**src/rtl/seq_pkg.sv**
```systemverilog
package seq_pkg;

  typedef enum logic [1:0] {
    ST_IDLE    = 2'd0,
    ST_PEND    = 2'd1,
    ST_WAIT_ACK = 2'd2,
    ST_HOLD    = 2'd3
  } seqState_t;

  typedef struct packed {
    logic progLoad;
    logic rowSet;
    logic ackStart;
    logic ackSet;
    logic accEnd;
  } seqCtl_t;

endpackage

```
**src/rtl/seq_ctrl.sv**
```systemverilog
module seq_ctrl
  import seq_pkg::*;
(
  input  logic    clk,
  input  logic    rst,
  input  logic    progEn,
  input  logic    latchStrobe,
  input  logic    chipSel,
  input  logic    accReq,
  input  logic    refreshBusy,
  input  logic    otherPortBusy,
  input  logic    modeBit,
  input  logic    preMet,
  input  logic    ackDue,
  output seqCtl_t ctl
);

  seqState_t state, stateNext;
  logic reqSeen;
  logic clearToGo;

  assign reqSeen   = latchStrobe && chipSel && !modeBit;
  assign clearToGo = preMet && !refreshBusy && !otherPortBusy;

  always_comb begin
    stateNext    = state;
    ctl          = '0;
    ctl.progLoad = progEn;
    unique case (state)
      ST_IDLE: begin
        if (reqSeen) begin
          if (clearToGo) begin
            ctl.rowSet   = 1'b1;
            ctl.ackStart = 1'b1;
            stateNext    = ST_WAIT_ACK;
          end else begin
            stateNext = ST_PEND;
          end
        end
      end
      ST_PEND: begin
        if (clearToGo) begin
          ctl.rowSet   = 1'b1;
          ctl.ackStart = 1'b1;
          stateNext    = ST_WAIT_ACK;
        end
      end
      ST_WAIT_ACK: begin
        if (ackDue) begin
          ctl.ackSet = 1'b1;
          stateNext  = ST_HOLD;
        end
      end
      ST_HOLD: begin
        if (!accReq) begin
          ctl.accEnd = 1'b1;
          stateNext  = ST_IDLE;
        end
      end
      default: stateNext = ST_IDLE;
    endcase
  end

  always_ff @(posedge clk) begin
    if (rst) state <= ST_IDLE;
    else     state <= stateNext;
  end

  // with the mode bit at 1 an idle sequencer never leaves idle
  p_mode1_idle_r8: assert property (@(posedge clk) disable iff (rst)
    (modeBit && state == ST_IDLE) |=> state == ST_IDLE);

  // a pending request never leaves pending while a busy input is high
  p_pend_blocked_r3: assert property (@(posedge clk) disable iff (rst)
    (state == ST_PEND && (refreshBusy || otherPortBusy)) |=> state == ST_PEND);

endmodule

```
**src/rtl/seq_datapath.sv**
```systemverilog
module seq_datapath
  import seq_pkg::*;
#(
  parameter int ACK_DELAY = 2,
  parameter int PRE_CLKS  = 3
) (
  input  logic    clk,
  input  logic    rst,
  input  seqCtl_t ctl,
  input  logic    progMode,
  output logic    modeBit,
  output logic    preMet,
  output logic    ackDue,
  output logic    rowStrobe,
  output logic    accAck
);

  localparam int ACK_W = $clog2(ACK_DELAY + 1);
  localparam int PRE_W = $clog2(PRE_CLKS + 1);
  localparam logic [ACK_W-1:0] ACK_LOAD = ACK_W'(ACK_DELAY - 1);
  localparam logic [PRE_W-1:0] PRE_LOAD = PRE_W'(PRE_CLKS - 1);

  logic [ACK_W-1:0] ackCnt;
  logic [PRE_W-1:0] preCnt;
  logic modeReg, rowReg, ackReg;

  always_ff @(posedge clk) begin
    if (rst)               modeReg <= 1'b0;
    else if (ctl.progLoad) modeReg <= progMode;
  end

  always_ff @(posedge clk) begin
    if (rst)                 preCnt <= '0;
    else if (ctl.accEnd)     preCnt <= PRE_LOAD;
    else if (preCnt != '0)   preCnt <= preCnt - 1'b1;
  end

  always_ff @(posedge clk) begin
    if (rst)                 ackCnt <= '0;
    else if (ctl.ackStart)   ackCnt <= ACK_LOAD;
    else if (ackCnt != '0)   ackCnt <= ackCnt - 1'b1;
  end

  always_ff @(posedge clk) begin
    if (rst) begin
      rowReg <= 1'b0;
      ackReg <= 1'b0;
    end else begin
      if (ctl.accEnd)      rowReg <= 1'b0;
      else if (ctl.rowSet) rowReg <= 1'b1;
      if (ctl.accEnd)      ackReg <= 1'b0;
      else if (ctl.ackSet) ackReg <= 1'b1;
    end
  end

  assign modeBit   = modeReg;
  assign preMet    = (preCnt == '0);
  assign ackDue    = (ackCnt == '0);
  assign rowStrobe = rowReg;
  assign accAck    = ackReg;

  // the control never asks for row strobe while precharge is running
  p_no_early_row_r6: assert property (@(posedge clk) disable iff (rst)
    (preCnt != '0) |-> !ctl.rowSet);

  // an access ends only while the acknowledge is high
  p_end_after_ack_r5: assert property (@(posedge clk) disable iff (rst)
    ctl.accEnd |-> ackReg);

endmodule

```
**src/rtl/port_access_seq.sv**
```systemverilog
module port_access_seq
  import seq_pkg::*;
#(
  parameter int ACK_DELAY = 2,
  parameter int PRE_CLKS  = 3
) (
  input  logic clk,
  input  logic rst,
  input  logic progEn,
  input  logic progMode,
  input  logic latchStrobe,
  input  logic chipSel,
  input  logic accReq,
  input  logic refreshBusy,
  input  logic otherPortBusy,
  output logic rowStrobe,
  output logic accAck
);

  seqCtl_t ctl;
  logic modeBit, preMet, ackDue;

  seq_ctrl u_ctrl (
    .clk          (clk),
    .rst          (rst),
    .progEn       (progEn),
    .latchStrobe  (latchStrobe),
    .chipSel      (chipSel),
    .accReq       (accReq),
    .refreshBusy  (refreshBusy),
    .otherPortBusy(otherPortBusy),
    .modeBit      (modeBit),
    .preMet       (preMet),
    .ackDue       (ackDue),
    .ctl          (ctl)
  );

  seq_datapath #(
    .ACK_DELAY(ACK_DELAY),
    .PRE_CLKS (PRE_CLKS)
  ) u_dp (
    .clk      (clk),
    .rst      (rst),
    .ctl      (ctl),
    .progMode (progMode),
    .modeBit  (modeBit),
    .preMet   (preMet),
    .ackDue   (ackDue),
    .rowStrobe(rowStrobe),
    .accAck   (accAck)
  );

  // row strobe cannot rise on an edge where a busy input is high
  p_row_blocked_r3: assert property (@(posedge clk) disable iff (rst)
    (!rowStrobe && (refreshBusy || otherPortBusy)) |=> !rowStrobe);

  // acknowledge only while row strobe is high
  p_ack_needs_row_r4: assert property (@(posedge clk) disable iff (rst)
    accAck |-> rowStrobe);

  // acknowledge rises only after row strobe was already high
  p_ack_after_row_r4: assert property (@(posedge clk) disable iff (rst)
    $rose(accAck) |-> $past(rowStrobe));

  // row strobe and acknowledge fall together
  p_end_together_r5: assert property (@(posedge clk) disable iff (rst)
    $fell(rowStrobe) |-> $fell(accAck));

  // a held request keeps the access open
  p_hold_open_r5: assert property (@(posedge clk) disable iff (rst)
    (accAck && accReq) |=> accAck);

endmodule

```
**config.mk**
```make
export PLATFORM = sky130hd
export DESIGN_NAME = port_access_seq
export DESIGN_NICKNAME = d
export VERILOG_FILES = /design/src/rtl/seq_pkg.sv /design/src/rtl/seq_ctrl.sv /design/src/rtl/seq_datapath.sv /design/src/rtl/port_access_seq.sv
export SDC_FILE = /design/constraint.sdc
export NUM_CORES = 1
export LEC_CHECK = 0
export BUFFER_PORTS_ARGS = -buffer_cell sky130_fd_sc_hd__buf_2
export CAP_MARGIN = 20
export CORE_AREA = 2 2 39 41
export CTS_BUF_LIST = sky130_fd_sc_hd__clkbuf_8
export CTS_CLUSTER_SIZE = 8
export DETAILED_ROUTE_END_ITERATION = 7
export DIE_AREA = 0 0 41 43
export GPL_ROUTABILITY_DRIVEN = 0
export MAX_ROUTING_LAYER = met4
export PLACE_DENSITY = 0.69
export SYNTH_ARGS = -nofsm -noshare
export SYNTH_HDL_FRONTEND = slang
export SYNTH_HIERARCHICAL = 1
export SYNTH_SLANG_ARGS = --single-unit
```
**constraint.sdc**
```tcl
create_clock -name clk -period 1.7 [get_ports clk]
set_clock_uncertainty 0.1 [all_clocks]
set_input_delay 0.085 -clock clk [delete_from_list [all_inputs] [get_ports clk]]
set_output_delay 0.085 -clock clk [all_outputs]
set_load 0.05 [all_outputs]
```
==> impl_results.md <==
* Status: completed
* Flops & latches, synth at 9
* Post-Syn Instances at 56
* Initial core utilization at 0.368
* Ant diodes at 0
* Initial antenna violation count at 0
* Post-Synth Adder-Cell Area at 0.172
* Slowest CP cell: or3b_4
* Total global-route track usage at 0.149
* Post-synth EDFFs at 0
* Setup Viol. Count Final at 0
* Pre-Repair DR Iteration Count at 4
* Die footprint at around 0.0018 mm²
* Finished Cell Area at 634 µm²
* Clock Latency Late Sink at 0.23 ns
* GR Overflow Total at 0
* TritonCTS buffer count at 3
* Post-DRT Antenna Nets at 0
* Slew Viols, Final at 0
* Port bufs at 10
* Post-DP Area at 564 µm²
* Syn Nets at 72
* Compound-cell area share of the yosys netlist at 0.133
* Hold Crit Class: in2reg
* First-pass GRT wire length at 1.65 mm
* Io pins at 11
* Avg Vias per Cell at 4.88
* CTS tree: built
* Avg Synthesized Cell Area at 9.09 µm²
* Fin nets at 87
* Yosys warning count at 6
* Lkg Pwr at 0.299 nW
* Die width at 41 µm
* Worst slew pin tran at 0.392 ns
* Multiplexer share of the synthesized area at 0.0590
* Critical path cell sequence: nor2_2 -> or3b_4 -> a222oi_1 -> nand2_1 -> mux2i_1
* Register area share after synthesis at 0.354
* Critical path data arrival time at between 1.5 and 2 ns
* Post-layout minimum cycle time at 1.67 ns
* Main synth FF type: dfxtp_1
* Fill cell count at 140
* Distinct cell type count after synthesis at 21
* Worst-path clk slew at 0.04 ns
* Core area at 0.00138 mm²
* Synthesis-to-layout area growth at 24.6%
* Root Driver: clkbuf_8
* RSZ-0062 raised after global routing: true
* CP Capture Type: flop
* # DRC at 0
* Post-synth ARST share at 0
* # rows at 14
* FMAX at 600 MHz
* CP max FO at 3
* Vias in the first global route at 416
* Die Span Y at 43 µm
* Vias at 420
* Max Cap Violations at 0
* Worst path required time at 1.71 ns
* PwrDens at around 1500 mW/mm²
* Worst hold slack at 0.0156 ns
* Slowest cell delay on critical path at 0.39 ns
* Mapped Area at 509 µm²
* Routed length per instance at approximately 11 µm
* Total wire length at 978 µm
* Share of layout cells above drive strength 1 at 0.286
* Final period utilization at 0.981
* 1st-iter DRT viols at 4
* XOR/XNOR share of the synthesized area at 0.0172
* Largest family of logic cells by synthesized area: simple AND/OR/NAND/NOR gates
* Crit path launch type: flop
* VDD IR-drop max at 0.000748 V
* Register area at 183 µm²
* Simple-gate share of the synthesized area at 0.192
* Largest net degree at the start of global routing at 11
* Slew headroom at 0.738
* Fin. Hold Viols at 0
* Kind of critical path: reg2reg
* Area occupied by multi-input gates at 297 µm²
* Clock Path Buffers at 2
* HPWL after DPL at 755 µm
* CTS sink cnt at 9
* Htree depth at 1
==> registers in the layout, summed over array words and instances (netlist names) <==
name            cells
u_ctrl/state        2
u_dp/accAck         1
u_dp/ackCnt         2
u_dp/modeBit        1
u_dp/preCnt         2
u_dp/rowStrobe      1
==> cell families after synthesis <==
logic type / Yosys count
compound gates: 9
xor+xnor: 1
fa+ha+maj: 7
buf+inv: 8
flops: 9
mux: 3
simple gates: 19
==> final cells by class <==
class                      instances  area share
clock buffer                       3      0.0651
clock inverter                     1     0.00592
inverter                           6      0.0355
multi-input combinational         39       0.467
sequential                         9       0.288
tap                               16      0.0316
timing repair buffer              12       0.107
==> layer usage <==
metal | track usage | share of wire | up-vias
met4 | 0.0800 | 0.0092 | 0
met5 | - | 0 | -
li1 | - | - | 215
met1 | 0.129 | 0.38 | 198
met3 | 0.0785 | 0.049 | 2
met2 | 0.244 | 0.56 | 5
==> power by group <==
group	internal, W	switching (W)
Sequential	0.000268	0.0000312
Clock	0.000157	0.0000785
Combinational	0.000174	0.000230
==> cell usage after synthesis, drive strengths merged (2+ instances only) <==
library cell | count | area, µm²
dfxtp | 9 | 180
nor2 | 8 | 30.0
ha | 7 | 87.6
inv | 6 | 22.5
a21oi | 4 | 20.0
mux2i | 3 | 30.0
buf | 2 | 15.0
nand2 | 2 | 7.51
nor2b | 2 | 12.5
nor3 | 2 | 10.0
==> worst max-delay path, delay by kind of cell (launching register included) <==
kind	cells	cell delay (ns)
and+or+nand+nor	3	0.66
DFF	1	0.32
muxes	1	0.15
AOI/OAI and AO/OA	1	0.32
==> cells in the final DEF (no fill, tap or decap) <==
| cell type | count |
|---|---|
| inv_1 | 7 |
| dlygate4sd3_1 | 1 |
| nor3b_1 | 1 |
| buf_4 | 1 |
| buf_2 | 10 |
| nor2_2 | 1 |
| dfxtp_2 | 2 |
| xor2_1 | 1 |
| ha_1 | 7 |
| and2_1 | 1 |
| clkbuf_8 | 3 |
| a222oi_1 | 1 |
| nor2_1 | 7 |
| dfxtp_1 | 7 |
| o21ai_0 | 1 |
| nor3_1 | 2 |
| or3b_4 | 1 |
| mux2i_1 | 3 |
| a211o_1 | 1 |
| a21oi_1 | 4 |
| nand2b_1 | 1 |
| nor4b_1 | 1 |
| a2111oi_2 | 1 |
| a31o_2 | 1 |
| nor2b_1 | 2 |
| nand2_1 | 2 |
==> repair_timing <==
item | in CTS | in global routing
gates resized for setup | 0 | 4
endpoints found under the setup margin | 0 | 2
hold buffers | 1 | 0
endpoints found under the hold margin | 1 | 0
buffers inserted | 0 | 1
==> metrics by stage <==
step / TNS, ns / utilization / total power (W) / instances / worst slack [ns]
floorplan: 0 / - / 0.000619 / 56 / 0.194
global placement: 0 / 0.408 / 0.000680 / 80 / 0.146
detailed placement: 0 / 0.408 / 0.000700 / 80 / 0.0928
CTS: 0 / 0.448 / 0.000946 / 85 / 0.0467
global route: -0.133 / 0.458 / 0.00104 / 86 / -0.0836
finish: 0 / 0.458 / 0.000939 / 86 / 0.0320
==> worst paths after layout <==
| check | depth (start not counted) | slack, ns | to | from |
|---|---|---|---|---|
| min | 3 | 0.02 | u_dp/modeBit | progEn |
| min reg2reg | 1 | 0.33 | u_dp/preCnt[0] | u_dp/preCnt[0] |
| max | 5 | 0.03 | u_ctrl/state[0] | u_dp/preCnt[0] |
| max reg2reg | 5 | 0.03 | u_ctrl/state[0] | u_dp/preCnt[0] |
No activity file was read; power rests on OpenSTA's default activity.
